File: src/rtl/fe_pkg.sv
`timescale 1ns/1ps
package fe_pkg;
  localparam int ADDR_W   = 24;
  localparam int SECT_LG2 = 12;
  localparam int BLK_LG2  = 16;
  localparam int ADDR_BYTES = ADDR_W / 8;

  localparam logic [7:0] OP_WREN  = 8'h06;
  localparam logic [7:0] OP_RDSR  = 8'h05;
  localparam logic [7:0] OP_SECT  = 8'h20;
  localparam logic [7:0] OP_BLOCK = 8'hD8;
  localparam logic [7:0] OP_CHIP  = 8'hC7;

  typedef enum logic [1:0] {
    ER_NONE  = 2'd0,
    ER_SECT  = 2'd1,
    ER_BLOCK = 2'd2,
    ER_CHIP  = 2'd3
  } er_kind_t;
endpackage

File: src/rtl/fe_spi_rx.sv
`timescale 1ns/1ps
module fe_spi_rx #(
  parameter int SYNC_STAGES = 2
) (
  input  logic       clk,
  input  logic       rst_n,
  input  logic       cs_n,
  input  logic       sclk,
  input  logic       sdi,
  output logic       cs_idle,
  output logic       cs_rise,
  output logic       sclk_fall,
  output logic       byte_vld,
  output logic [7:0] byte_val,
  output logic [2:0] byte_idx,
  output logic       frame_aligned,
  output logic [2:0] frame_bytes
);
  localparam logic [2:0] BYTE_MAX = 3'(fe_pkg::ADDR_BYTES + 1);

  logic [2:0] sync_q [SYNC_STAGES];
  logic       s_cs_n, s_sclk, s_sdi;
  logic       cs_prev_q, sclk_prev_q;
  logic [2:0] bit_cnt_q, bit_cnt_d;
  logic [2:0] byte_cnt_q, byte_cnt_d;
  logic [6:0] shreg_q, shreg_d;
  logic       sclk_rise;

  // synchroniser chain: {cs_n, sclk, sdi}
  always_ff @(posedge clk or negedge rst_n) begin
    if (!rst_n) begin
      for (int i = 0; i < SYNC_STAGES; i++) sync_q[i] <= 3'b100;
    end else begin
      sync_q[0] <= {cs_n, sclk, sdi};
      for (int i = 1; i < SYNC_STAGES; i++) sync_q[i] <= sync_q[i-1];
    end
  end

  assign s_cs_n = sync_q[SYNC_STAGES-1][2];
  assign s_sclk = sync_q[SYNC_STAGES-1][1];
  assign s_sdi  = sync_q[SYNC_STAGES-1][0];

  always_comb begin
    sclk_rise     = s_sclk & ~sclk_prev_q & ~s_cs_n;
    sclk_fall     = ~s_sclk & sclk_prev_q & ~s_cs_n;
    cs_rise       = s_cs_n & ~cs_prev_q;
    cs_idle       = s_cs_n;
    byte_vld      = sclk_rise & (bit_cnt_q == 3'd7);
    byte_val      = {shreg_q, s_sdi};
    byte_idx      = byte_cnt_q;
    frame_aligned = (bit_cnt_q == 3'd0);
    frame_bytes   = byte_cnt_q;

    bit_cnt_d  = bit_cnt_q;
    byte_cnt_d = byte_cnt_q;
    shreg_d    = shreg_q;
    if (s_cs_n) begin
      bit_cnt_d  = 3'd0;
      byte_cnt_d = 3'd0;
    end else if (sclk_rise) begin
      bit_cnt_d = bit_cnt_q + 3'd1;
      shreg_d   = {shreg_q[5:0], s_sdi};
      if (byte_vld && byte_cnt_q != BYTE_MAX) byte_cnt_d = byte_cnt_q + 3'd1;
    end
  end

  always_ff @(posedge clk or negedge rst_n) begin
    if (!rst_n) begin
      cs_prev_q   <= 1'b1;
      sclk_prev_q <= 1'b0;
      bit_cnt_q   <= 3'd0;
      byte_cnt_q  <= 3'd0;
      shreg_q     <= 7'd0;
    end else begin
      cs_prev_q   <= s_cs_n;
      sclk_prev_q <= s_sclk;
      bit_cnt_q   <= bit_cnt_d;
      byte_cnt_q  <= byte_cnt_d;
      shreg_q     <= shreg_d;
    end
  end
endmodule

File: src/rtl/fe_cmd_dec.sv
`timescale 1ns/1ps
module fe_cmd_dec
  import fe_pkg::*;
(
  input  logic              clk,
  input  logic              rst_n,
  input  logic              cs_idle,
  input  logic              cs_rise,
  input  logic              sclk_fall,
  input  logic              byte_vld,
  input  logic [7:0]        byte_val,
  input  logic [2:0]        byte_idx,
  input  logic              frame_aligned,
  input  logic [2:0]        frame_bytes,
  input  logic              busy,
  input  logic              erase_done,
  output logic              wel,
  output logic              launch,
  output er_kind_t          launch_kind,
  output logic [ADDR_W-1:0] launch_addr,
  output logic              sdo
);
  localparam logic [2:0] FULL_BYTES = 3'(ADDR_BYTES + 1);

  logic [7:0]        op_q, op_d;
  logic [ADDR_W-1:0] addr_q, addr_d;
  logic              rdsr_q, rdsr_d;
  logic              wel_q, wel_d;
  logic [2:0]        ocnt_q, ocnt_d;
  logic              sdo_q, sdo_d;
  logic [7:0]        status;
  logic              wel_set;
  logic              full_frame, any_frame;

  always_comb begin
    status     = {6'b0, wel_q, busy};
    full_frame = (frame_bytes >= FULL_BYTES);
    any_frame  = (frame_bytes != 3'd0);

    op_d   = op_q;
    addr_d = addr_q;
    rdsr_d = rdsr_q;
    ocnt_d = ocnt_q;
    sdo_d  = sdo_q;

    if (byte_vld) begin
      if (byte_idx == 3'd0) begin
        op_d   = byte_val;
        rdsr_d = (byte_val == OP_RDSR);
      end else if (byte_idx < FULL_BYTES) begin
        addr_d = {addr_q[ADDR_W-9:0], byte_val};
      end
    end

    if (cs_idle) begin
      rdsr_d = 1'b0;
      ocnt_d = 3'd0;
      sdo_d  = 1'b0;
    end else if (sclk_fall && rdsr_q) begin
      sdo_d  = status[3'd7 - ocnt_q];
      ocnt_d = ocnt_q + 3'd1;
    end

    wel_set     = 1'b0;
    launch      = 1'b0;
    launch_kind = ER_NONE;
    if (cs_rise && frame_aligned && !busy && any_frame) begin
      case (op_q)
        OP_WREN:  wel_set = 1'b1;
        OP_SECT:  if (full_frame && wel_q) begin launch = 1'b1; launch_kind = ER_SECT;  end
        OP_BLOCK: if (full_frame && wel_q) begin launch = 1'b1; launch_kind = ER_BLOCK; end
        OP_CHIP:  if (wel_q)               begin launch = 1'b1; launch_kind = ER_CHIP;  end
        default:  ;
      endcase
    end

    case (launch_kind)
      ER_SECT:  launch_addr = {addr_q[ADDR_W-1:SECT_LG2], {SECT_LG2{1'b0}}};
      ER_BLOCK: launch_addr = {addr_q[ADDR_W-1:BLK_LG2],  {BLK_LG2{1'b0}}};
      default:  launch_addr = '0;
    endcase

    if (erase_done)   wel_d = 1'b0;
    else if (wel_set) wel_d = 1'b1;
    else              wel_d = wel_q;
  end

  always_ff @(posedge clk or negedge rst_n) begin
    if (!rst_n) begin
      op_q   <= 8'h00;
      addr_q <= '0;
      rdsr_q <= 1'b0;
      wel_q  <= 1'b0;
      ocnt_q <= 3'd0;
      sdo_q  <= 1'b0;
    end else begin
      op_q   <= op_d;
      addr_q <= addr_d;
      rdsr_q <= rdsr_d;
      wel_q  <= wel_d;
      ocnt_q <= ocnt_d;
      sdo_q  <= sdo_d;
    end
  end

  assign wel = wel_q;
  assign sdo = sdo_q;
endmodule

File: src/rtl/fe_erase_timer.sv
`timescale 1ns/1ps
module fe_erase_timer
  import fe_pkg::*;
#(
  parameter int SECT_CYCLES  = 4000,
  parameter int BLOCK_CYCLES = 16000,
  parameter int CHIP_CYCLES  = 64000
) (
  input  logic              clk,
  input  logic              rst_n,
  input  logic              launch,
  input  er_kind_t          launch_kind,
  input  logic [ADDR_W-1:0] launch_addr,
  output logic              busy,
  output logic              done,
  output er_kind_t          kind,
  output logic [ADDR_W-1:0] addr
);
  localparam int MAX_AB = (SECT_CYCLES > BLOCK_CYCLES) ? SECT_CYCLES : BLOCK_CYCLES;
  localparam int MAX_C  = (MAX_AB > CHIP_CYCLES) ? MAX_AB : CHIP_CYCLES;
  localparam int CNT_W  = $clog2(MAX_C + 1);
  localparam logic [CNT_W-1:0] LOAD_S = CNT_W'(SECT_CYCLES - 1);
  localparam logic [CNT_W-1:0] LOAD_B = CNT_W'(BLOCK_CYCLES - 1);
  localparam logic [CNT_W-1:0] LOAD_C = CNT_W'(CHIP_CYCLES - 1);

  logic [CNT_W-1:0]  cnt_q, cnt_d;
  logic              busy_q, busy_d;
  er_kind_t          kind_q, kind_d;
  logic [ADDR_W-1:0] addr_q, addr_d;

  always_comb begin
    cnt_d  = cnt_q;
    busy_d = busy_q;
    kind_d = kind_q;
    addr_d = addr_q;
    done   = busy_q && (cnt_q == '0);
    if (launch) begin
      busy_d = 1'b1;
      kind_d = launch_kind;
      addr_d = launch_addr;
      case (launch_kind)
        ER_SECT:  cnt_d = LOAD_S;
        ER_BLOCK: cnt_d = LOAD_B;
        default:  cnt_d = LOAD_C;
      endcase
    end else if (done) begin
      busy_d = 1'b0;
      kind_d = ER_NONE;
    end else if (busy_q) begin
      cnt_d = cnt_q - 1'b1;
    end
  end

  always_ff @(posedge clk or negedge rst_n) begin
    if (!rst_n) begin
      cnt_q  <= '0;
      busy_q <= 1'b0;
      kind_q <= ER_NONE;
      addr_q <= '0;
    end else begin
      cnt_q  <= cnt_d;
      busy_q <= busy_d;
      kind_q <= kind_d;
      addr_q <= addr_d;
    end
  end

  assign busy = busy_q;
  assign kind = kind_q;
  assign addr = addr_q;
endmodule

File: src/rtl/flash_erase_ctrl.sv
`timescale 1ns/1ps
module flash_erase_ctrl
  import fe_pkg::*;
#(
  parameter int SYNC_STAGES  = 2,
  parameter int SECT_CYCLES  = 4000,
  parameter int BLOCK_CYCLES = 16000,
  parameter int CHIP_CYCLES  = 64000
) (
  input  logic              clk,
  input  logic              rst_n,
  input  logic              cs_n,
  input  logic              sclk,
  input  logic              sdi,
  output logic              sdo,
  output logic              erase_busy,
  output logic [1:0]        erase_kind,
  output logic [ADDR_W-1:0] erase_addr
);
  logic [1:0]        rst_sync_q;
  logic              rst_core_n;
  logic              cs_idle, cs_rise, sclk_fall;
  logic              byte_vld;
  logic [7:0]        byte_val;
  logic [2:0]        byte_idx, frame_bytes;
  logic              frame_aligned;
  logic              wel, launch, erase_done;
  er_kind_t          launch_kind, kind;
  logic [ADDR_W-1:0] launch_addr;

  // reset: asserted asynchronously, released on the clock
  always_ff @(posedge clk or negedge rst_n) begin
    if (!rst_n) rst_sync_q <= 2'b00;
    else        rst_sync_q <= {rst_sync_q[0], 1'b1};
  end
  assign rst_core_n = rst_sync_q[1];

  fe_spi_rx #(.SYNC_STAGES(SYNC_STAGES)) u_rx (
    .clk(clk), .rst_n(rst_core_n), .cs_n(cs_n), .sclk(sclk), .sdi(sdi),
    .cs_idle(cs_idle), .cs_rise(cs_rise), .sclk_fall(sclk_fall),
    .byte_vld(byte_vld), .byte_val(byte_val), .byte_idx(byte_idx),
    .frame_aligned(frame_aligned), .frame_bytes(frame_bytes)
  );

  fe_cmd_dec u_dec (
    .clk(clk), .rst_n(rst_core_n), .cs_idle(cs_idle), .cs_rise(cs_rise),
    .sclk_fall(sclk_fall), .byte_vld(byte_vld), .byte_val(byte_val),
    .byte_idx(byte_idx), .frame_aligned(frame_aligned), .frame_bytes(frame_bytes),
    .busy(erase_busy), .erase_done(erase_done), .wel(wel), .launch(launch),
    .launch_kind(launch_kind), .launch_addr(launch_addr), .sdo(sdo)
  );

  fe_erase_timer #(
    .SECT_CYCLES(SECT_CYCLES), .BLOCK_CYCLES(BLOCK_CYCLES), .CHIP_CYCLES(CHIP_CYCLES)
  ) u_tmr (
    .clk(clk), .rst_n(rst_core_n), .launch(launch), .launch_kind(launch_kind),
    .launch_addr(launch_addr), .busy(erase_busy), .done(erase_done),
    .kind(kind), .addr(erase_addr)
  );

  assign erase_kind = kind;
endmodule

File: config.mk
export PLATFORM = sky130hd
export DESIGN_NAME = flash_erase_ctrl
export DESIGN_NICKNAME = d
export VERILOG_FILES = /design/src/rtl/fe_pkg.sv /design/src/rtl/fe_spi_rx.sv /design/src/rtl/fe_cmd_dec.sv /design/src/rtl/fe_erase_timer.sv /design/src/rtl/flash_erase_ctrl.sv
export SDC_FILE = /design/constraint.sdc
export NUM_CORES = 1
export LEC_CHECK = 0
export BUFFER_PORTS_ARGS = -buffer_cell sky130_fd_sc_hd__buf_2
export CORE_MARGIN = 2
export CORE_UTILIZATION = 56
export DETAILED_ROUTE_END_ITERATION = 10
export PLACE_DENSITY = 0.75
export SYNTH_ARGS = -nofsm -noshare
export SYNTH_HDL_FRONTEND = slang
export SYNTH_HIERARCHICAL = 1
export SYNTH_SLANG_ARGS = --single-unit
File: constraint.sdc
create_clock -name clk -period 3.7 [get_ports clk]
set_clock_uncertainty 0.1 [all_clocks]
set_input_delay 0.185 -clock clk [delete_from_list [all_inputs] [get_ports clk]]
set_output_delay 0.185 -clock clk [all_outputs]
set_load 0.02 [all_outputs]
==> run metrics <==
syn avg cell area 12.3 µm²; mapped cell area 0.00487 mm²; CP arrival 3.06 ns; post-route ant nets 0; CP most frequent cell nor2_1; clock root cell clkbuf_8; slew margin rel. 55.3%; final hold violation count 0; CTS buffer count 9; Placed Instances 524; Netlist cell types 57; Synth area leaders dfrtp_1, mux2_2, ha_1; Cell Pwr Density 394 mW/mm²; vias in the first global route 2,983; type of element capturing the critical path register; Die ar. 0.00947 mm²; global route overflow 0; Tot GR Track Use 18.9%; Req. time, crit path 3.90 ns; multi-input logic area 0.00208 mm²; post-DR vias/cell 5.57; ys flop type dfrtp_1; crit-path cells inv_1 > nor2_1 > nand2_1 > nor3_1 > nand2_1 > nor2_1 > ha_1 > nor2_1 > and2_1 > mux2_2; nets@finish 448; register area share after synthesis 53.5%; CTS tree built; VDD IR max 0.230 mV; Starting Density 56.7%; first-pass GRT wire length 14.6 mm; DRC Markers 0; worst slew pin tran 0.669 ns; Post-Route M1 WL 3.94 mm; Max Slew Vio Count 0; Final GP Congestion 0.775; startpoint types register; total number of vias 3,034; leak pwr 2.64 nW; clock-pin slew on the worst setup and hold paths 0.11 ns; crit path time final 2.86 ns; Critical Path Max Stage Delay 0.73 ns; EDFF count, synth 0; Yosys reg bits 104; maximum clock frequency 349 MHz; Worst Hold Class reg2async; diode count 0; Yosys warnings 6; Filler cells 685; die height 97.3 µm; row count 34; Yosys top cell by area dfrtp_1; largest net degree at the start of global routing 43; max layer used met4; Pre-antenna DRT Iters 4; I/O pins 33; metal3 WL 246 µm; number of max-cap violations 0; Worst Setup Path Type reg2reg; Total Power 2.11 mW; DR WL met2 4.07 mm; CP max stage cell dfstp_2; Reg area 0.00261 mm²; top-count cell post-synth dfrtp_1; Core ar. 0.00859 mm²; Final period util 77.3%; Port Buffers 32; Async S/R FF share, synth 100%; 1st-iter DRT viols 98; Synth top area share 51.8%; DP Wirelength 5.72 mm; most instantiated cells after synthesis dfrtp_1, mux2_2, nor2_1; # clock sinks 104; ratio of cells with drive above 1 in the final layout 30.7%; CTS H-tree depth 3; final std cells w/o fill 545; Clock Latency Late Sink 0.36 ns; setup_tns 0 ns; clock buffer depth 2; Final setup viols 0; cts repair resizes 0; Min Hold Slack 0.228 ns; antenna violations before repair 0; drt wl/cell 15.3 µm; cells after synthesis 397; area growth from synthesis to layout 9.98%; run status completed; final WL 8.36 mm; critical path fanouts, max 16; RSZ-0062 raised after global routing no; Die W 97.3 µm
==> logic make-up after synthesis <==
| family | count (synthesis) | share of synthesized area, % |
|---|---|---|
| simple gates | 125 | 15.8 |
| flops | 104 | 53.5 |
| compound gates | 38 | 5.67 |
| mux | 73 | 16.6 |
| other cells | 2 | 0.154 |
| xor+xnor | 3 | 0.539 |
| buf+inv | 41 | 4.90 |
| fa+ha+maj | 11 | 2.82 |
==> placed cells by master (no fill, tap or decap), types with 3 or more instances in the layout <==
master and n:
o211ai_1 4, mux2_2 63, a21oi_1 7, nor3b_1 4, buf_2 32, dfrtp_1 100
nand4_1 4, clkbuf_8 10, ha_1 11, or3_1 3, nor2_1 28, o31a_1 4
or2_2 3, nor3_1 8, nand2_1 15, nand3_1 8, dlygate4sd3_1 5, or4_1 4
and2_1 12, mux2i_1 9, and4_1 4, o21ai_0 4, nor2b_1 7, inv_1 14
nor4_1 7, dfstp_2 3, conb_1 13
==> what timing repair did <==
action / 4_1_cts / 5_1_grt
hold buffers: 5 / 0
endpoints found under the hold margin: 5 / 0
setup buffers: 0 / 0
==> critical path, delay by kind of cell, from the launching register on <==
family / cells / cell delay, ns
buffers and inverters: 1 / 0.13
flip-flops: 1 / 0.73
AND/OR/NAND/NOR: 7 / 1.39
adder cells (fa/ha/maj): 1 / 0.29
multiplexers: 1 / 0.14
==> routing by layer <==
| metal | up-vias | GRT usage, % |
|---|---|---|
| li1 | 1460 | - |
| met1 | 1521 | 26.0 |
| met2 | 44 | 29.9 |
| met3 | 9 | 4.17 |
| met4 | 0 | 6.41 |
| met5 | - | 0 |
==> worst paths after layout <==
check                               start  cells after the start  slack [ns]          endpoint
setup / recovery             u_rx/cs_idle                     10        0.84    u_tmr/addr[17]
hold / removal              rst_sync_q[1]                      0        0.23    u_tmr/addr[10]
setup reg to reg             u_rx/cs_idle                     10        0.84    u_tmr/addr[17]
hold reg to reg             rst_sync_q[1]                      0        0.23    u_tmr/addr[10]
max in group asynchronous   rst_sync_q[1]                      1        2.40    u_rx/cs_prev_q
min in group clk           u_rx/sync_q[3]                      0        0.26  u_rx/byte_val[0]
==> final cells by class <==
type / count / area share (%)
tap: 108 / 2.52
timing repair buffer: 40 / 4.57
clock inverter: 6 / 1.84
clock buffer: 10 / 2.57
sequential: 104 / 48.7
multi-input combinational: 263 / 38.8
inverter: 14 / 0.980
==> where the power goes <==
part           leakage [nW]  internal (mW)  switching (mW)
Sequential             1.41           1.18          0.0571
Combinational          1.11         0.0404          0.0324
Clock                 0.117          0.410           0.395
Total                  2.64           1.63           0.484
==> metrics by stage <==
stage | setup slack (ns) | utilization, % | instance area (µm²)
final | 0.838 | 62.4 | 5360
after global placement | 0.979 | 59.1 | 5070
after detailed placement | 0.878 | 59.1 | 5070
after CTS | 0.820 | 62.4 | 5360
after global routing | 0.552 | 62.4 | 5360
after floorplan | 0.494 | - | 4920
==> state kept, by name, summed over array words and instances (netlist names) <==
| signal | count |
|---|---|
| u_rx/cs_idle | 1 |
| u_dec/sdo | 1 |
| u_tmr/kind | 2 |
| u_rx/sync_q | 3 |
| u_dec/wel | 1 |
| u_rx/bit_cnt_q | 3 |
| u_rx/s_sclk | 1 |
| rst_sync_q | 2 |
| u_dec/op_q | 8 |
| u_rx/byte_idx | 3 |
| u_rx/shreg_q | 7 |
| u_dec/addr_q | 24 |
| u_tmr/busy | 1 |
| u_rx/cs_prev_q | 1 |
| u_rx/byte_val | 1 |
| u_rx/sclk_prev_q | 1 |
| u_dec/ocnt_q | 3 |
| u_tmr/cnt_q | 16 |
| u_tmr/addr | 24 |
| u_dec/rdsr_q | 1 |
(Power assumes the default switching activity.)
